--- src/rtl/age_pkg.sv ---
package age_pkg;
    localparam int OWE_W   = 4;
    localparam int STEP_SH = 10;
    localparam int THR_SH  = 6;
    typedef logic [1:0] nstep_t;
    typedef logic [OWE_W-1:0] owe_t;
endpackage

--- src/rtl/age_cycle_pair.sv ---
module age_cycle_pair (
    input  logic clk,
    input  logic rst,
    input  logic clr,
    input  logic cyc_inc,
    output logic trig
);
    typedef struct packed {
        logic par;
    } st_t;
    st_t st_d, st_q;

    always_comb begin
        st_d = st_q;
        trig = 1'b0;
        if (clr) begin
            st_d.par = 1'b0;
        end else if (cyc_inc) begin
            trig     = st_q.par;
            st_d.par = ~st_q.par;
        end
    end

    always_ff @(posedge clk) begin
        if (rst) st_q <= '0;
        else     st_q <= st_d;
    end
endmodule

--- src/rtl/age_sd_accum.sv ---
module age_sd_accum #(
    parameter int CAP_W = 16
) (
    input  logic             clk,
    input  logic             rst,
    input  logic             en,
    input  logic             full_evt,
    input  logic             sd_stb,
    input  logic [CAP_W-1:0] sd_amt,
    input  logic [CAP_W-1:0] thr,
    output logic             trig
);
    localparam int SUM_W = CAP_W + 1;

    typedef struct packed {
        logic [CAP_W-1:0] acc;
    } st_t;
    st_t st_d, st_q;

    logic [SUM_W-1:0] sum, rem, thr_x, clip;

    always_comb begin
        st_d  = st_q;
        trig  = 1'b0;
        thr_x = {1'b0, thr};
        clip  = (thr == '0) ? '0 : thr_x - 1'b1;
        sum   = {1'b0, st_q.acc} + {1'b0, sd_amt};
        rem   = sum - thr_x;
        if (!en || full_evt) begin
            st_d.acc = '0;
        end else if (sd_stb) begin
            if (sum >= thr_x) begin
                trig = 1'b1;
                if (rem >= thr_x) st_d.acc = clip[CAP_W-1:0];
                else              st_d.acc = rem[CAP_W-1:0];
            end else begin
                st_d.acc = sum[CAP_W-1:0];
            end
        end
    end

    always_ff @(posedge clk) begin
        if (rst) st_q <= '0;
        else     st_q <= st_d;
    end
endmodule

--- src/rtl/age_cap_reg.sv ---
module age_cap_reg #(
    parameter int CAP_W = 16
) (
    input  logic             clk,
    input  logic             rst,
    input  logic [CAP_W-1:0] design_cap,
    input  logic             load_en,
    input  logic [CAP_W-1:0] load_val,
    input  age_pkg::nstep_t  nsteps,
    input  logic [CAP_W-1:0] step,
    output logic [CAP_W-1:0] full_cap
);
    localparam int DEC_W = CAP_W + 1;

    typedef struct packed {
        logic [CAP_W-1:0] fcc;
    } st_t;
    st_t st_d, st_q;

    logic [DEC_W-1:0] dec, cur;

    always_comb begin
        st_d = st_q;
        cur  = {1'b0, st_q.fcc};
        case (nsteps)
            2'd1:    dec = {1'b0, step};
            2'd2:    dec = {step, 1'b0};
            default: dec = '0;
        endcase
        if (load_en)        st_d.fcc = load_val;
        else if (cur > dec) st_d.fcc = st_q.fcc - dec[CAP_W-1:0];
        else                st_d.fcc = '0;
    end

    always_ff @(posedge clk) begin
        if (rst) st_q.fcc <= design_cap;
        else     st_q     <= st_d;
    end

    assign full_cap = st_q.fcc;
endmodule

--- src/rtl/age_pulse_seq.sv ---
module age_pulse_seq (
    input  logic            clk,
    input  logic            rst,
    input  age_pkg::nstep_t nsteps,
    output logic            pulse
);
    import age_pkg::*;
    localparam int TOT_W = OWE_W + 1;
    localparam logic [TOT_W-1:0] OWE_MAX = TOT_W'((1 << OWE_W) - 1);

    typedef struct packed {
        owe_t owe;
        logic pls;
    } st_t;
    st_t st_d, st_q;

    logic [TOT_W-1:0] tot, left;

    always_comb begin
        st_d     = st_q;
        tot      = {1'b0, st_q.owe} + TOT_W'(nsteps);
        st_d.pls = (tot != '0);
        left     = tot - TOT_W'(st_d.pls);
        if (left > OWE_MAX) st_d.owe = OWE_MAX[OWE_W-1:0];
        else                st_d.owe = left[OWE_W-1:0];
    end

    always_ff @(posedge clk) begin
        if (rst) st_q <= '0;
        else     st_q <= st_d;
    end

    assign pulse = st_q.pls;
endmodule

--- src/rtl/age_estimator.sv ---
module age_estimator #(
    parameter int CAP_W = 16
) (
    input  logic             clk,
    input  logic             rst,
    input  logic             age_en,
    input  logic [CAP_W-1:0] design_cap,
    input  logic             cyc_inc,
    input  logic             sd_stb,
    input  logic [CAP_W-1:0] sd_amt,
    input  logic             full_evt,
    input  logic             load_en,
    input  logic [CAP_W-1:0] load_val,
    output logic [CAP_W-1:0] full_cap,
    output logic             age_pulse
);
    import age_pkg::*;

    logic [CAP_W-1:0] step, thr;
    logic             trig_c, trig_s, pair_clr;
    nstep_t           nsteps;

    assign step     = design_cap >> STEP_SH;
    assign thr      = design_cap >> THR_SH;
    assign pair_clr = ~age_en | load_en;

    always_comb begin
        if (load_en) nsteps = 2'd0;
        else         nsteps = {1'b0, trig_c} + {1'b0, trig_s};
    end

    age_cycle_pair u_pair (
        .clk(clk), .rst(rst), .clr(pair_clr), .cyc_inc(cyc_inc), .trig(trig_c)
    );

    age_sd_accum #(.CAP_W(CAP_W)) u_sd (
        .clk(clk), .rst(rst), .en(age_en), .full_evt(full_evt),
        .sd_stb(sd_stb), .sd_amt(sd_amt), .thr(thr), .trig(trig_s)
    );

    age_cap_reg #(.CAP_W(CAP_W)) u_cap (
        .clk(clk), .rst(rst), .design_cap(design_cap), .load_en(load_en),
        .load_val(load_val), .nsteps(nsteps), .step(step), .full_cap(full_cap)
    );

    age_pulse_seq u_pls (
        .clk(clk), .rst(rst), .nsteps(nsteps), .pulse(age_pulse)
    );
endmodule

--- config.mk ---
export PLATFORM = sky130hd
export DESIGN_NAME = age_estimator
export DESIGN_NICKNAME = d
export VERILOG_FILES = /design/src/rtl/age_pkg.sv /design/src/rtl/age_cycle_pair.sv /design/src/rtl/age_sd_accum.sv /design/src/rtl/age_cap_reg.sv /design/src/rtl/age_pulse_seq.sv /design/src/rtl/age_estimator.sv
export SDC_FILE = /design/constraint.sdc
export NUM_CORES = 1
export LEC_CHECK = 0
export CORE_MARGIN = 1.5
export CORE_UTILIZATION = 66
export DETAILED_ROUTE_END_ITERATION = 8
export DONT_BUFFER_PORTS = 1
export GPL_ROUTABILITY_DRIVEN = 0
export PLACE_DENSITY = 0.82
export RECOVER_POWER = 50
export SYNTH_ARGS = -nofsm -noshare
export SYNTH_HDL_FRONTEND = slang
export SYNTH_SLANG_ARGS = --single-unit
--- constraint.sdc ---
create_clock -name clk -period 9.8 [get_ports clk]
set_clock_uncertainty 0.2 [all_clocks]
set_input_delay 1.96 -clock clk [delete_from_list [all_inputs] [get_ports clk]]
set_output_delay 1.96 -clock clk [all_outputs]
set_load 0.02 [all_outputs]
-- Word-level counts from Yosys, hierarchy flattened
Cells that the tools add are included.
- register bits after elaboration: 38
- input port bits: 55
- output and inout bits: 17
- word-level logic and storage cells: 41
- $add $sub $neg: 7
- order comparisons: 4
- equality and inequality tests: 2
- muxes and demuxes: 14
- bitwise gates (word level): 3
- reduce and logical (&&, ||, !) cells: 6
- operators with widths (cell ; count):
    $mux 16 ; 6
    $ge 17x10->1 ; 2
    $add 16x16->17 ; 1
    $sub 17x10->17 ; 1
    $gt 16x7->1 ; 1
    $logic_not 16->1 ; 1
    $sub 16x7->16 ; 1
    $pmux 7 s2 ; 1
    $sub 10x1->11 const B ; 1
    $add 4x2->5 ; 1
    $gt 5x4->1 const B ; 1
    $mux 1 ; 5
    $reduce_bool 5->1 ; 1
    $sub 5x1->5 ; 1
    $mux 4 ; 1
    $reduce_or 2->1 ; 2
    $add 1x1->2 ; 1
    $eq 2x1->1 const B ; 1
    $eq 2x2->1 const B ; 1
    $mux 2 ; 1
    $not 1->1 ; 2
    $logic_not 1->1 ; 1
    $logic_or 1x1->1 ; 1
    $or 1x1->1 ; 1

-- Longest topological paths before layout
- depth in word-level cells: 13
- mapped depth: 36
- depth with buffers taken out: 36

-- Modules after synthesis
From an unflattened synthesis, not the netlist that was laid out.
- cells, all modules: 687
- area total of the unflattened synthesis: 5253.8 um2
- modules (own cells, without submodules) (module ; times used ; cells each ; area an instance (um2) ; seq. area each (um2)):
    age_sd_accum ; 1 ; 404 ; 3084.2 ; 320.3
    age_cap_reg ; 1 ; 227 ; 1716.6 ; 320.3
    age_pulse_seq ; 1 ; 46 ; 371.6 ; 100.1
    age_cycle_pair ; 1 ; 5 ; 46.3 ; 20.0
    age_estimator ; 1 ; 5 ; 35.0 ; 0.0

-- Worst setup path before layout
No wires, ideal clock.
- path type: input-to-reg
- start: input port sd_amt[0]
- end: register u_cap.st_q, in the netlist u_cap.full_cap[10]
- setup time: 0.070 ns
- arrival time: 7.784 ns
- required time: 9.530 ns
- slack: 1.746 ns
- cell stages on the path: 32
- path buffers: 1
- path through: ha_1 -> inv_1 -> fa_1 -> nor2b_4 -> o21bai_4 -> nand2_1 -> a21oi_1 -> xnor2_1 -> ha_1 -> a21o_1 -> a21o_1 -> a21o_1 -> a211oi_1 -> o41ai_1 -> nor3_1 -> a31oi_1 -> and3b_1 -> ha_1 -> nand2b_1 -> inv_1 -> ha_1 -> a22oi_1 -> or2_2 -> ha_1 -> nand3b_1 -> or2_2 -> o221ai_1 -> o21ai_0 -> a31oi_1 -> clkbuf_1 -> a221oi_1 -> a21oi_1
- cells in the longest elaborated chain, start to end: 13
- RTL lines (item ; RTL line ; source):
    from (decl) ; age_estimator.sv:10 ; input logic [CAP_W-1:0] sd_amt,
    $add 16x16->17 * ; age_sd_accum.sv:27 ; sum = {1'b0, st_q.acc} + {1'b0, sd_amt};
    $ge 17x10->1 * ; age_sd_accum.sv:32 ; if (sum >= thr_x) begin
    $mux 1 * ; age_sd_accum.sv:32 ;
    $mux 1 * ; age_sd_accum.sv:31 ; end else if (sd_stb) begin
    $mux 1 * ; age_sd_accum.sv:29 ; if (!en || full_evt) begin
    $add 1x1->2 * ; age_estimator.sv:29 ; else nsteps = {1'b0, trig_c} + {1'b0, trig_s};
    $mux 2 * ; age_estimator.sv:28 ; if (load_en) nsteps = 2'd0;
    $eq 2x2->1 or $eq 2x1->1 (tied branches) ; age_cap_reg.sv:25 ; case (nsteps)
    $pmux 7 s2 * ; age_cap_reg.sv:25 ;
    $sub 16x7->16 or $gt 16x7->1 (tied branches) ; age_cap_reg.sv:31 ; else if (cur > dec) st_d.fcc = st_q.fcc - dec[CAP_W-1:0];
    $mux 16 * ; age_cap_reg.sv:31 ;
    $mux 16 * ; age_cap_reg.sv:30 ; if (load_en) st_d.fcc = load_val;
    $mux 16 * ; age_cap_reg.sv:36 ; if (rst) st_q.fcc <= design_cap;
    to (signal assigned) ; age_cap_reg.sv:37 ; else st_q <= st_d;
    to (decl) ; age_cap_reg.sv:18 ; st_t st_d, st_q;
Mark *: on every way between the ends. The rest lies on a longest branch, timed or not.
A chain may end at the register's enable or synchronous reset.

-- Final worst setup path
- start: input port sd_amt[0]
- end: register u_cap.st_q, in the netlist u_cap.full_cap[7]
The elaborated chain is that of the path after synthesis.

==> out/summary.txt <==
Hold depth -> 1
Post-synthesis compound-gate area fraction -> 26.9%
Worst r2r src -> u_sd.st_q[0]
CTS buffer count -> 5
Layout cells sized above 1 -> 7.12%
Rel. slew slack -> -48.6%
Rows -> 28
Clk Latency, worst-skew pair -> 0.30 ns
Fin crit share -> 90.7%
Slew @ Worst Pin -> 2.21 ns
Max-slew violation count -> 12
Post-layout util -> 71.1%
Setup CP Type -> in2reg
Post-synthesis cell area -> 0.00415 mm2
Die ar. -> 0.00678 mm2
Post-synthesis xor/xnor area fraction -> 8.01%
Most frequent cells in the layout -> ha_1, inv_1, a21oi_1, nor2_1, dfxtp_1
Final hold violations -> 0
Crit path launch type -> input pin
Clock Tree Buf Depth -> 2
Critical Path AT -> 8.86 ns
# H-tree levels -> 2
Clock-pin slew on the worst setup and hold paths -> 0.08 ns
Worst EP required -> 9.78 ns
DRC -> 0
# port buffers -> 0
Post-synthesis mux area share -> 2.53%
Worst min-delay path startpoint -> u_sd.st_q[10]
Seq cells post-synth -> 38
Syn Inst Count -> 526
Dpl hpwl -> 8.55 mm
TritonCTS clock tree -> built
Final #Nets -> 631
Period minus WS final -> 8.89 ns
DR WL/cell -> 18.0 um
DRT iter0 DRCs -> 343
Total Wirelength -> 10.7 mm
Reg-to-reg endpoint -> u_cap.full_cap[7]
Gr ovfl total -> 0
Commonest non-fill, non-tap cell in the layout -> ha_1
Post-Syn Nets -> 636
R2R cell count -> 34
Outcome -> complete, but fails checks
Vias in the first global route -> 3601
Leak Pwr -> 1.76 nW
Worst Path Max Fanout -> 6
Setup_tns -> 0 ns
Failing checks -> max-capacitance violations, max-slew violations
Ys async rst share -> 0%
Global router's overall resource usage -> 31.6%
Dominant combinational cell family by area after synthesis -> compound AO/OA/AOI/OAI gates
Peak supply drop -> 111 uV
Inst Count DP -> 589
Core Area -> 0.00599 mm2
Post-cts resize count -> 0
Initial antenna violation count -> 0
Ant. Diodes -> 0
Critical path endpoint category -> flip-flop
Power per cell area -> 129 mW/mm2
Post-synthesis sequential area ratio -> 18.3%
Hold WS -> 0.305 ns
Routed vias/inst -> 6.71
Hold buffer count at cts -> 0
Max Cap Viol -> 1
Global-route wire length before repair -> 16.3 mm
Pre-Repair DR Iteration Count -> 5
Number of distinct library cells after synthesis -> 71
WHS Endpoint -> u_sd.st_q[10]
CTS root buf -> clkbuf_8
Final Instance Area -> 0.00426 mm2
Area after DPL -> 0.00419 mm2
Starting density of the core -> 69.3%
Mean area per synthesized cell -> 7.90 um2
Largest net degree at the start of global routing -> 40
Post-Synth Adder-Cell Area -> 17.3%
Post-synth EDFFs -> 0
Register-to-register setup slack -> 2.22 ns
Layout area overhead -> 2.53%
Slowest CP cell -> fa_1
Die Ht -> 82.3 um
Yosys warns -> 0
# IOs -> 72
Setup-failing EPs final -> 0
Ys flop type -> dfxtp_1
Clock sinks -> 38
DR vias -> 3991
Fmax -> 113 MHz
Most frequent CP cell -> ha_1
Simple-gate share of the synthesized area -> 21.3%
HP Class -> reg2reg
CP peak stage delay -> 0.40 ns
Post-DRT Antenna Nets -> 0
Postcts setup bufs -> 0
RSZ-0062 raised after global routing -> false
Die Width -> 82.3 um
Non-Filler Instances -> 595
how the worst max path moves through the flow:
stage / from / end / slack (ns) / cells after the start
6_report: sd_amt[0] / u_cap.full_cap[7] / 0.91 / 34
5_1_grt: sd_amt[0] / u_cap.full_cap[7] / 0.46 / 33
4_1_cts: sd_amt[0] / u_cap.full_cap[7] / 1.17 / 33
3_5_place_dp: sd_amt[0] / u_cap.full_cap[7] / 0.92 / 33
3_3_place_gp: sd_amt[0] / u_cap.full_cap[7] / 1.11 / 33
2_1_floorplan: sd_amt[0] / u_cap.full_cap[10] / 1.75 / 32
metrics by stage:
step	power (mW)	setup slack (ns)
2_1_floorplan	0.393	1.75
6_report	0.550	0.912
5_1_grt	0.588	0.459
4_1_cts	0.548	1.17
3_5_place_dp	0.438	0.923
3_3_place_gp	0.428	1.11
layout make-up:
cell class | count | area (um2)
clock buffer | 6 | 82.6
fill | 505 | 1730
timing repair buffer | 2 | 11.3
sequential | 38 | 761
inverter | 44 | 165
tap | 75 | 93.8
multi-input combinational | 430 | 3150
power breakdown:
group          switching (mW)  internal, mW
clock                  0.0556        0.0543
combinational           0.134         0.107
sequential             0.0275         0.172
layer usage:
metal | track usage (%) | routed length [um] | vias to the layer above
met3 | 6.59 | 1080 | 18
met1 | 40.3 | 4500 | 1844
met4 | 10.3 | 199 | 0
met2 | 52.6 | 4930 | 211
li1 | - | - | 1918
met5 | 0 | 0 | -
flip-flops by register name (all words and copies together), names as in the netlist:
name            flops
u_pls.st_q          4
u_cap.full_cap     16
u_pls.pulse         1
u_sd.st_q          16
u_pair.st_q         1
cells in the mapped netlist (3+ instances only):
cell / instances / share of area, %
a211oi_1: 5 / 0.90
nand3_1: 14 / 1.7
nand2_1: 36 / 3.3
o21ai_0: 37 / 4.5
o211ai_1: 4 / 0.72
a21oi_1: 42 / 5.1
dfxtp_1: 38 / 18
fa_1: 4 / 1.9
a21o_1: 5 / 0.90
a31oi_1: 11 / 1.7
nor2b_1: 7 / 1.1
mux2i_1: 9 / 2.2
a22oi_1: 9 / 1.6
nor4_1: 3 / 0.45
nand2b_1: 4 / 0.60
ha_1: 51 / 15
nor3_1: 11 / 1.3
nand3b_1: 3 / 0.54
nand3_2: 3 / 0.72
nor2_1: 40 / 3.6
inv_1: 44 / 4.0
and3_1: 8 / 1.2
o22ai_1: 3 / 0.45
xor2_1: 10 / 2.1
clkbuf_1: 10 / 0.90
or3_1: 4 / 0.60
or2_2: 7 / 1.1
o21a_1: 4 / 0.72
xnor2_1: 28 / 5.9
a221oi_1: 14 / 3.0
and2_1: 4 / 0.60
cells by family (layout without fill, tap and decap cells):
logic type,after synthesis,in the layout
compound gates,161,161
xor+xnor,38,38
fa+ha+maj,55,55
buf+inv,58,52
flops,38,38
mux,10,10
simple gates,166,166
critical path, delay by kind of cell:
family | cells | cell delay (ns)
adders and majority gates | 6 | 1.73
buffers and inverters | 2 | 0.14
and+or+nand+nor | 8 | 1.61
xor gates and xnor gates | 2 | 0.39
AOI/OAI and AO/OA | 16 | 3.04
Power figures use the tool's default switching activity.
